==> src/rtl/slv_resp_pkg.sv <==
package slv_resp_pkg;
  typedef enum logic [2:0] {
    ST_IDLE, ST_RX, ST_REJ, ST_TX, ST_IGNORE
  } respState_t;

  typedef struct packed {
    logic decide;
    logic ackBit;
    logic store;
    logic hitOwn;
    logic hitGc;
    logic dnrErr;
    logic rxOvf;
    logic txUnder;
    logic loadRw;
    logic rwVal;
  } respStrobe_t;
endpackage

==> src/rtl/slv_resp_ctrl.sv <==
module slv_resp_ctrl
  import slv_resp_pkg::*;
#(
  parameter int ADDR_W = 7
) (
  input  logic              clk,
  input  logic              rstN,
  input  logic              addrValid,
  input  logic [ADDR_W:0]   addrByte,
  input  logic              dataValid,
  input  logic              masterAck,
  input  logic              stopSeen,
  input  logic [ADDR_W-1:0] ownAddr,
  input  logic              genCallEn,
  input  logic              dnrMode,
  input  logic              rxNotEmpty,
  input  logic              rxFull,
  input  logic              txReady,
  input  logic              txEmpty,
  output respStrobe_t       strobe
);
  localparam logic [ADDR_W-1:0] GC_ADDR = '0;

  respState_t stateQ, stateD;
  logic [ADDR_W-1:0] addrField;
  logic rwBit, isOwn, isGc, isHit;

  assign addrField = addrByte[ADDR_W:1];
  assign rwBit     = addrByte[0];
  assign isOwn     = (addrField == ownAddr);
  assign isGc      = genCallEn && (addrField == GC_ADDR);
  assign isHit     = isOwn || isGc;

  always_comb begin
    strobe = '0;
    stateD = stateQ;
    if (addrValid) begin
      strobe.decide = 1'b1;
      if (!isHit) begin
        stateD = ST_IGNORE;
      end else begin
        strobe.hitOwn = isOwn;
        strobe.hitGc  = isGc;
        strobe.loadRw = 1'b1;
        strobe.rwVal  = rwBit;
        if (rwBit) begin
          if (txReady) begin
            strobe.ackBit = 1'b1;
            stateD = ST_TX;
          end else begin
            strobe.dnrErr = 1'b1;
            stateD = ST_IGNORE;
          end
        end else if (rxNotEmpty) begin
          strobe.dnrErr = 1'b1;
          if (dnrMode) begin
            stateD = ST_IGNORE;
          end else begin
            strobe.ackBit = 1'b1;
            stateD = ST_REJ;
          end
        end else begin
          strobe.ackBit = 1'b1;
          stateD = ST_RX;
        end
      end
    end else if (dataValid) begin
      if (stateQ == ST_RX) begin
        strobe.decide = 1'b1;
        if (rxFull) begin
          strobe.rxOvf = 1'b1;
        end else begin
          strobe.ackBit = 1'b1;
          strobe.store  = 1'b1;
        end
      end else if (stateQ == ST_REJ) begin
        strobe.decide = 1'b1;
      end
    end else if (masterAck && stateQ == ST_TX && txEmpty) begin
      strobe.txUnder = 1'b1;
    end
    if (stopSeen && !addrValid) stateD = ST_IDLE;
  end

  always_ff @(posedge clk) begin
    if (!rstN) stateQ <= ST_IDLE;
    else       stateQ <= stateD;
  end

  AST_IGNORE_SILENT: assert property (@(posedge clk) disable iff (!rstN)
    (stateQ == ST_IGNORE && !addrValid) |-> (!strobe.store && !strobe.ackBit && !strobe.decide));
  AST_REJ_NO_STORE: assert property (@(posedge clk) disable iff (!rstN)
    (stateQ == ST_REJ && !addrValid) |-> !strobe.store);
endmodule

==> src/rtl/slv_resp_dp.sv <==
module slv_resp_dp
  import slv_resp_pkg::*;
(
  input  logic        clk,
  input  logic        rstN,
  input  respStrobe_t strobe,
  output logic        decValid,
  output logic        ackOut,
  output logic        storeByte,
  output logic        rwLatched,
  output logic        evAddrMatch,
  output logic        evGenCall,
  output logic        evDnr,
  output logic        evRxOvf,
  output logic        evTxUnder
);
  always_ff @(posedge clk) begin
    if (!rstN) begin
      decValid    <= 1'b0;
      ackOut      <= 1'b0;
      storeByte   <= 1'b0;
      rwLatched   <= 1'b0;
      evAddrMatch <= 1'b0;
      evGenCall   <= 1'b0;
      evDnr       <= 1'b0;
      evRxOvf     <= 1'b0;
      evTxUnder   <= 1'b0;
    end else begin
      decValid    <= strobe.decide;
      ackOut      <= strobe.decide && strobe.ackBit;
      storeByte   <= strobe.store;
      evAddrMatch <= strobe.hitOwn;
      evGenCall   <= strobe.hitGc;
      evDnr       <= strobe.dnrErr;
      evRxOvf     <= strobe.rxOvf;
      evTxUnder   <= strobe.txUnder;
      if (strobe.loadRw) rwLatched <= strobe.rwVal;
    end
  end

  AST_OVF_NO_STORE: assert property (@(posedge clk) disable iff (!rstN)
    evRxOvf |-> (decValid && !ackOut && !storeByte));
  AST_STORE_ACKED: assert property (@(posedge clk) disable iff (!rstN)
    storeByte |-> (decValid && ackOut));
  AST_EVENT_WITH_DECISION: assert property (@(posedge clk) disable iff (!rstN)
    (evAddrMatch || evGenCall) |-> decValid);
  AST_RW_HOLD: assert property (@(posedge clk) disable iff (!rstN)
    !(evAddrMatch || evGenCall) |-> $stable(rwLatched));
endmodule

==> src/rtl/slv_addr_resp.sv <==
module slv_addr_resp
  import slv_resp_pkg::*;
#(
  parameter int ADDR_W = 7
) (
  input  logic              clk,
  input  logic              rstN,
  input  logic              addrValid,
  input  logic [ADDR_W:0]   addrByte,
  input  logic              dataValid,
  input  logic              masterAck,
  input  logic              stopSeen,
  input  logic [ADDR_W-1:0] ownAddr,
  input  logic              genCallEn,
  input  logic              dnrMode,
  input  logic              rxNotEmpty,
  input  logic              rxFull,
  input  logic              txReady,
  input  logic              txEmpty,
  output logic              decValid,
  output logic              ackOut,
  output logic              storeByte,
  output logic              rwLatched,
  output logic              evAddrMatch,
  output logic              evGenCall,
  output logic              evDnr,
  output logic              evRxOvf,
  output logic              evTxUnder
);
  respStrobe_t strobe;

  slv_resp_ctrl #(.ADDR_W(ADDR_W)) u_ctrl (
    .clk(clk), .rstN(rstN), .addrValid(addrValid), .addrByte(addrByte),
    .dataValid(dataValid), .masterAck(masterAck), .stopSeen(stopSeen),
    .ownAddr(ownAddr), .genCallEn(genCallEn), .dnrMode(dnrMode),
    .rxNotEmpty(rxNotEmpty), .rxFull(rxFull), .txReady(txReady),
    .txEmpty(txEmpty), .strobe(strobe)
  );

  slv_resp_dp u_dp (
    .clk(clk), .rstN(rstN), .strobe(strobe), .decValid(decValid),
    .ackOut(ackOut), .storeByte(storeByte), .rwLatched(rwLatched),
    .evAddrMatch(evAddrMatch), .evGenCall(evGenCall), .evDnr(evDnr),
    .evRxOvf(evRxOvf), .evTxUnder(evTxUnder)
  );
endmodule

==> config.mk <==
export PLATFORM = sky130hd
export DESIGN_NAME = slv_addr_resp
export DESIGN_NICKNAME = d
export VERILOG_FILES = /design/src/rtl/slv_resp_pkg.sv /design/src/rtl/slv_resp_ctrl.sv /design/src/rtl/slv_resp_dp.sv /design/src/rtl/slv_addr_resp.sv
export SDC_FILE = /design/constraint.sdc
export NUM_CORES = 1
export LEC_CHECK = 0
export BUFFER_PORTS_ARGS = -buffer_cell sky130_fd_sc_hd__buf_2
export CAP_MARGIN = 20
export CORE_AREA = 2 2 39 41
export CTS_BUF_LIST = sky130_fd_sc_hd__clkbuf_8
export DETAILED_ROUTE_END_ITERATION = 8
export DIE_AREA = 0 0 41 43
export GPL_ROUTABILITY_DRIVEN = 0
export PLACE_DENSITY = 0.83
export REMOVE_ABC_BUFFERS = 1
export SYNTH_ARGS = -nofsm -noshare
export SYNTH_HDL_FRONTEND = slang
export SYNTH_SLANG_ARGS = --single-unit
==> constraint.sdc <==
create_clock -name clk -period 2.5 [get_ports clk]
set_input_delay 0.25 -clock clk [delete_from_list [all_inputs] [get_ports clk]]
set_output_delay 0.25 -clock clk [all_outputs]
set_load 0.02 [all_outputs]
### After elaboration in Yosys (flattened, before gate mapping)

Cells that the tools add are included.

| storage, ports and cells | value |
|---|---|
| register bits after elaboration | 12 |
| output and inout bits | 9 |
| bits of input ports | 27 |

| operators by class | value |
|---|---|
| muxes and demuxes | 23 |
| eq/ne operators | 4 |
| bitwise logic cells | 3 |
| reduce and logical (&&, ||, !) cells | 12 |

Operator list:

| cell | number |
|---|---|
| $mux 3 | 6 |
| $mux 1 | 12 |
| $mux 2 | 5 |
| $eq 7x7->1 | 1 |
| $logic_not 7->1 | 1 |
| $eq 3x2->1 const B | 2 |
| $logic_and 1x1->1 | 5 |
| $reduce_or 4->1 | 1 |
| $eq 3x1->1 const B | 1 |
| $not 1->1 | 3 |
| $reduce_and 3->1 | 1 |
| $reduce_or 3->1 | 1 |
| $reduce_or 2->1 | 1 |
| $logic_not 1->1 | 1 |
| $logic_or 1x1->1 | 1 |

### Logic depth before layout (Yosys ltp)

Gate-level depths: netlist of the first run.

| depth | value |
|---|---|
| depth after elaboration | 6 |
| gate-level depth with buffers | 4 |
| mapped depth without buffers | 4 |

### Hierarchy

From an unflattened synthesis of the first run, not the netlist that was laid out.

| unflattened totals | value |
|---|---|
| cells, all modules | 68 |
| area total of the unflattened synthesis | 636.9 um^2 |

Modules (own cells, without submodules):

| module | instances | sequential area each (um^2) | area each (um^2) | cells an instance |
|---|---|---|---|---|
| slv_resp_ctrl | 1 | 60.1 | 381.6 | 49 |
| slv_resp_dp | 1 | 180.2 | 255.2 | 19 |

### Worst setup path before layout of the first run

OpenSTA, ideal clock, no wires.

| timing | value |
|---|---|
| kind | input -> register |
| from | input addrByte[4] |
| to | register u_ctrl.stateQ[2] |
| data arrival time | 1.150 ns |
| setup slack | 1.231 ns |
| required time | 2.381 ns |
| setup time | 0.119 ns |
| cell stages on the path | 4 |
| buffers on the path | 0 |
| path through | xor2_1 nor4_4 a21oi_2 o221a_1 |

| between the ends | value |
|---|---|
| word-level cells in the longest chain between the ends | 4 |
| elaborated cells on any way between the ends | 5 |

Ends and longest elaborated chain:

| what | line | source |
|---|---|---|
| start: declaration | slv_addr_resp.sv:9 | `input logic [ADDR_W:0] addrByte,` |
| $logic_not 7->1 | slv_resp_ctrl.sv:31 | `assign isGc = genCallEn && (addrField == GC_ADDR);` |
| $logic_and 1x1->1 | slv_resp_ctrl.sv:31 |  |
| $logic_or 1x1->1 * | slv_resp_ctrl.sv:32 | `assign isHit = isOwn \|\| isGc;` |
| $mux 3 * | slv_resp_ctrl.sv:39 | `if (!isHit) begin` |
| end signal: assignment | slv_resp_ctrl.sv:87 | `else stateQ <= stateD;` |
| end: declaration | slv_resp_ctrl.sv:24 | `respState_t stateQ, stateD;` |

Every way passes the cells marked *; elsewhere a longest branch is shown, timed or not.
A chain may end at the register's enable or synchronous reset.

### Worst setup path after layout of the first run

Ends and elaborated chain as after synthesis.

==> results_dict.tcl, run 1 <==
set metrics [dict create \
    first_pass_iters 4 \
    maxCapViolCount 0 \
    yosys.area.top_type "dfxtp_1" \
    clock_latency_ns 0.23 \
    pre_cts_ws_ns 1.036 \
    synthToLayoutAreaGrowth_pct 41.15 \
    cp-end-kind "flip-flop" \
    cts_resized 0 \
    drc_errors 0 \
    synth_ff_type "dfxtp_1" \
    wl_mm 1.215 \
    yosysWarnings 0 \
    topRoutingLayerUsed "met4" \
    rsz0062_at_grt "no" \
    ys_ff_latch 12 \
    synth-edff-count 0 \
    p_leak_nw 0.4136 \
    grt_max_degree 9 \
    synth_top_cells_by_area "dfxtp_1 40%, xor2_1 12%, nor2b_1 4.1%" \
    max_freq_mhz 817.7 \
    cts_tree "built" \
    netlist.area_leader.share_pct 39.51 \
    clk_pin_slew_ns 0.05 \
    tightest_slew_ns 0.3103 \
    row_count 14 \
    cp_data_required_time_ns 2.62 \
    hpwl_mm 1.051 \
    portBuffers 35 \
    synthDistinctLibCells 27 \
    wl_met1_um 513 \
    cp_max_fo 5 \
    netlist_top_cells_count "12 x dfxtp_1, 8 x xor2_1, 6 x nand2_1, 4 x nor2_1, 4 x nor2b_1" \
    fin_crit_sh_pct 48.92 \
    drt.antenna.violating_nets 0 \
    antennaDiodeCount 0 \
    die_y_um 43 \
    route.vias.total 595 \
    slew_violations 0 \
    post_cts_buffers 0 \
    p_total_uw 463.0 \
    period_needed_ns 1.223 \
    die_x_um 41 \
    hold_path.class "input pin to flip-flop" \
    cts_buffer_depth 2 \
    relSlewSlack_pct 79.16 \
    syn_avg_cell_area_um2 9.808 \
    drive_above_1_share_pct 43.56 \
    vias_per_cell 5.085 \
    worstSetupPathType "input pin to flip-flop" \
    num_io_pins 36 \
    htree_levels 1 \
    start_util_pct 43.94 \
    wl_per_cell_um 10.38 \
    cts_root_buffer "clkbuf_8" \
    met2_length_um 589 \
    clock_skew_ns 0.0004595 \
    hold_viol 0 \
    critPathArrivalTime_ns 1.34 \
    core-area_mm2 0.001384 \
    syn-cell-area_um2 608.1 \
    worst_slack_ns 1.277 \
    finalNetCount 129 \
    drt_iter0_drc 10 \
    grt_overflow_total 0 \
    grtUsageTotal_pct 16.52 \
    power_density_mw_per_mm2 539.4 \
    dieArea_mm2 0.001763 \
    outcome "complete, no violations" \
    yosysMostFrequentCell "dfxtp_1" \
    synth_seq_area_share_pct 39.51 \
    syn_inst 62 \
    fill_cells 120 \
    start_kind "input pin" \
    setup_tns_ns 0 \
    setup_viol 0 \
    cts-buffers-inserted 3 \
    grt_pass1_vias 535 \
    grt_pass1_wl_mm 2.028 \
    ir_worst_vdd_v 0.0002174 \
    synth-async-reset-ratio_pct 0 \
    clock_sinks 12 \
    hold_buffers 0 \
    met3_length_um 88 \
    antenna_found_initial 0 \
]
[routing by layer]
| metal | vias to the layer above | global-route usage (%) |
|---|---|---|
| li1 | 303 | - |
| met1 | 257 | 21.43 |
| met2 | 31 | 25.00 |
| met3 | 4 | 1.571 |
| met4 | 0 | 10.00 |
| met5 | - | 0 |
[area by class of cell]
class / instances / area, um2 / area share [%]
clock buffer: 4 / 55.05 / 6.414
inverter: 2 / 7.507 / 0.8746
multi-input combinational: 48 / 360.3 / 41.98
sequential: 12 / 240.2 / 27.99
tap: 16 / 20.02 / 2.332
timing repair buffer: 35 / 175.2 / 20.41
[layout by cell type (no fill, tap or decap), types with 2 or more instances in the layout]
cell      instances
nor2b_1           4
nand3_1           3
dfxtp_1          12
xor2_1            8
clkbuf_8          4
buf_2            35
nand2_1           6
nand3b_1          2
nor2_1            4
inv_1             2
and4b_1           2
nor3b_1           2
[power by group]
| part | switching [mW] | leakage [nW] | internal [mW] |
|---|---|---|---|
| Clock | 0.0621 | 0.0288 | 0.138 |
| Combinational | 0.0353 | 0.288 | 0.0317 |
| Sequential | 0.00155 | 0.0972 | 0.194 |
[cell families (layout without fill, tap and decap cells)]
family / count (synthesis) / after routing / synth area share (%)
buffers and inverters: 2 / 41 / 1.235
AND/OR/NAND/NOR: 29 / 29 / 31.48
flip-flops: 12 / 12 / 39.51
AO/OA/AOI/OAI: 11 / 11 / 16.26
XOR/XNOR: 8 / 8 / 11.52
[stage by stage]
step           area [um2]  std cells  hold WS, ns  utilization, %
5_1_grt             858.3        117       0.2402           62.03
2_1_floorplan       608.1         62       0.3430               -
3_5_place_dp        803.3        113       0.4696           58.05
4_1_cts             858.3        117       0.2324           62.03
3_3_place_gp        803.3        113       0.4626           58.05
6_report            858.3        117       0.2308           62.03
[critical path, stage by stage]
cell and delay, ns:
buf_2 0.11, xor2_1 0.18, nor4_4 0.37, a21oi_2 0.15, o221a_1 0.28
[final timing paths]
path	from	endpoint	slack, ns	cells after the start
worst max-delay path	addrByte[4]	u_ctrl.stateQ[2]$_SDFFE_PP0P_	1.28	5
worst min-delay path	stopSeen	u_ctrl.stateQ[0]$_SDFFE_PP0P_	0.23	2
worst max register to register	u_ctrl.stateQ[2]$_SDFFE_PP0P_	u_dp.ackOut$_SDFF_PN0_	1.49	3
worst min register to register	u_ctrl.stateQ[2]$_SDFFE_PP0P_	u_dp.evTxUnder$_SDFF_PP0_	0.49	1
[state kept, by name (all words and copies together), names as in the netlist]
name              flops
u_dp.evRxOvf          1
u_dp.evDnr            1
u_dp.decValid         1
u_dp.evTxUnder        1
u_dp.ackOut           1
u_ctrl.stateQ         3
u_dp.evAddrMatch      1
u_dp.storeByte        1
u_dp.evGenCall        1
u_dp.rwLatched        1
(Power assumes the default switching activity.)
==> run 2: changes to the inputs <==
--- a/config.mk
+++ b/config.mk
@@ -7,12 +7,11 @@
 export LEC_CHECK = 0
 export BUFFER_PORTS_ARGS = -buffer_cell sky130_fd_sc_hd__buf_2
 export CAP_MARGIN = 20
-export CORE_AREA = 2 2 39 41
+export CORE_UTILIZATION = 43
 export CTS_BUF_LIST = sky130_fd_sc_hd__clkbuf_8
 export DETAILED_ROUTE_END_ITERATION = 8
-export DIE_AREA = 0 0 41 43
 export GPL_ROUTABILITY_DRIVEN = 0
-export PLACE_DENSITY = 0.83
+export PLACE_DENSITY = 0.79
 export REMOVE_ABC_BUFFERS = 1
 export SYNTH_ARGS = -nofsm -noshare
 export SYNTH_HDL_FRONTEND = slang
==> constraint.sdc (replaced) <==
create_clock -name clk -period 1.2 [get_ports clk]
set_input_delay 0.12 -clock clk [delete_from_list [all_inputs] [get_ports clk]]
set_output_delay 0.12 -clock clk [all_outputs]
set_load 0.02 [all_outputs]
==> run 2 against run 1 <==
Against the previous run: design area up 0.87%; non-clock buffer count up 3; first-iteration DRC count up 100%; sequential share of layout area down 0.24 points; cell count up 0.85%; critical endpoint unchanged; combinational power up 120%.
==> results_dict.tcl, run 2 (synthesis results as in run 1) <==
set metrics [dict create \
    row_count 13 \
    antennaDiodeCount 0 \
    start_kind "input pin" \
    portBuffers 35 \
    cp-end-kind "flip-flop" \
    setup_viol 0 \
    crit_start "addrByte[4]" \
    final_cell_mix "35 x buf_2, 12 x dfxtp_1, 8 x xor2_1" \
    slew_violations 0 \
    route.vias.total 630 \
    cp_data_required_time_ns 1.33 \
    worstSetupPathType "input pin to flip-flop" \
    pre_cts_ws_ns -0.06762 \
    clock_skew_ns 0.001226 \
    die_y_um 39.61 \
    worst_slack_ns 0.1841 \
    clock_latency_ns 0.24 \
    first_pass_iters 4 \
    hpwl_mm 1.144 \
    p_total_uw 921.6 \
    power_density_mw_per_mm2 1064 \
    drt.antenna.violating_nets 0 \
    cts_buffer_depth 2 \
    drive_above_1_share_pct 44.66 \
    worstHoldPathCells 2 \
    rsz0062_at_grt "no" \
    drt_iter0_drc 20 \
    grtUsageTotal_pct 21.28 \
    drc_errors 0 \
    r2r_start "u_ctrl.stateQ[2]$_SDFFE_PP0P_" \
    cts_resized 0 \
    multi_input_area_um2 360.3 \
    cts_root_buffer "clkbuf_8" \
    p_leak_nw 0.4225 \
    finalNetCount 132 \
    clock_sinks 12 \
    max_freq_mhz 984.4 \
    tightest_slew_ns 0.2804 \
    critPathArrivalTime_ns 1.15 \
    grt_pass1_vias 514 \
    min_to "u_ctrl.stateQ[0]$_SDFFE_PP0P_" \
    ir_worst_vdd_v 0.0006164 \
    seqCellArea_um2 240.2 \
    r2r-end "u_dp.ackOut$_SDFF_PN0_" \
    cts-buffers-inserted 3 \
    hold_path.class "input pin to flip-flop" \
    wl_mm 1.395 \
    maxCapViolCount 0 \
    ff2ff_path_depth 3 \
    fill_cells 113 \
    finish.utilization_pct 66.54 \
    hold_buffers 0 \
    r2r_slack_ns 0.22 \
    die_x_um 39.61 \
    dieArea_mm2 0.001569 \
    largest_register "u_ctrl.stateQ" \
    core-area_mm2 0.001301 \
    period_needed_ns 1.016 \
    largest_register_ffs 3 \
    grt_max_degree 9 \
    cp_max_fo 5 \
    relSlewSlack_pct 81.24 \
    post_cts_buffers 0 \
    min-delay-start "stopSeen" \
    wl_per_cell_um 11.82 \
    start_util_pct 46.73 \
    antenna_found_initial 0 \
    num_io_pins 36 \
    grt_overflow_total 0 \
    outcome "complete, no violations" \
    synthToLayoutAreaGrowth_pct 42.39 \
    mostFrequentLayoutCell "buf_2" \
    hold_viol 0 \
    grt_pass1_wl_mm 2.097 \
    cts_tree "built" \
    vias_per_cell 5.339 \
    htree_levels 1 \
    clk_pin_slew_ns 0.05 \
    fin_crit_sh_pct 84.65 \
]
run 2: area by class of cell:
| type | instances | share of cell area [%] |
|---|---|---|
| tap | 15 | 2.168 |
| timing repair buffer | 38 | 22.83 |
| inverter | 2 | 0.8671 |
| multi-input combinational | 48 | 41.62 |
| clock buffer | 3 | 4.769 |
| sequential | 12 | 27.75 |
run 2: worst max path at each step:
| stage | to | slack, ns | cells after the start |
|---|---|---|---|
| after floorplan | u_ctrl.stateQ[2]$_SDFFE_PP0P_ | 0.06 | 4 |
| after global routing | u_dp.ackOut$_SDFF_PN0_ | 0.1 | 3 |
| after global placement | u_ctrl.stateQ[2]$_SDFFE_PP0P_ | -0.03 | 5 |
| final | u_ctrl.stateQ[2]$_SDFFE_PP0P_ | 0.18 | 5 |
| after CTS | u_ctrl.stateQ[2]$_SDFFE_PP0P_ | 0.18 | 5 |
| after detailed placement | u_ctrl.stateQ[2]$_SDFFE_PP0P_ | -0.07 | 5 |
run 2: critical path, cell delays in order:
cell and delay, ns:
buf_2 0.11, xor2_1 0.18, nor4_4 0.32, a21oi_2 0.14, o221a_1 0.27
run 2: through the flow:
step	std cells	hold WS, ns	TNS [ns]	instance area [um2]
2_1_floorplan	62	0.2130	0	608.1
3_3_place_gp	115	0.3550	-0.03765	824.5
3_5_place_dp	115	0.3562	-0.1144	824.5
4_1_cts	118	0.1021	0	865.8
5_1_grt	118	0.1118	0	865.8
6_report	118	0.1019	0	865.8
run 2: routing by layer:
metal  up-vias  GRT usage, %  part of all wire [%]
met3         6         5.114                   5.0
met1       287         20.34                    35
met2        28         38.52                    56
met5         -             0                     0
li1        309             -                     -
met4         0         15.52                   3.2
run 2: report_power, final:
part           switching (mW)  total, mW  internal (mW)
combinational          0.0774      0.149         0.0712
clock                   0.144      0.365          0.221
sequential            0.00393      0.408          0.404
total                   0.225      0.922          0.696
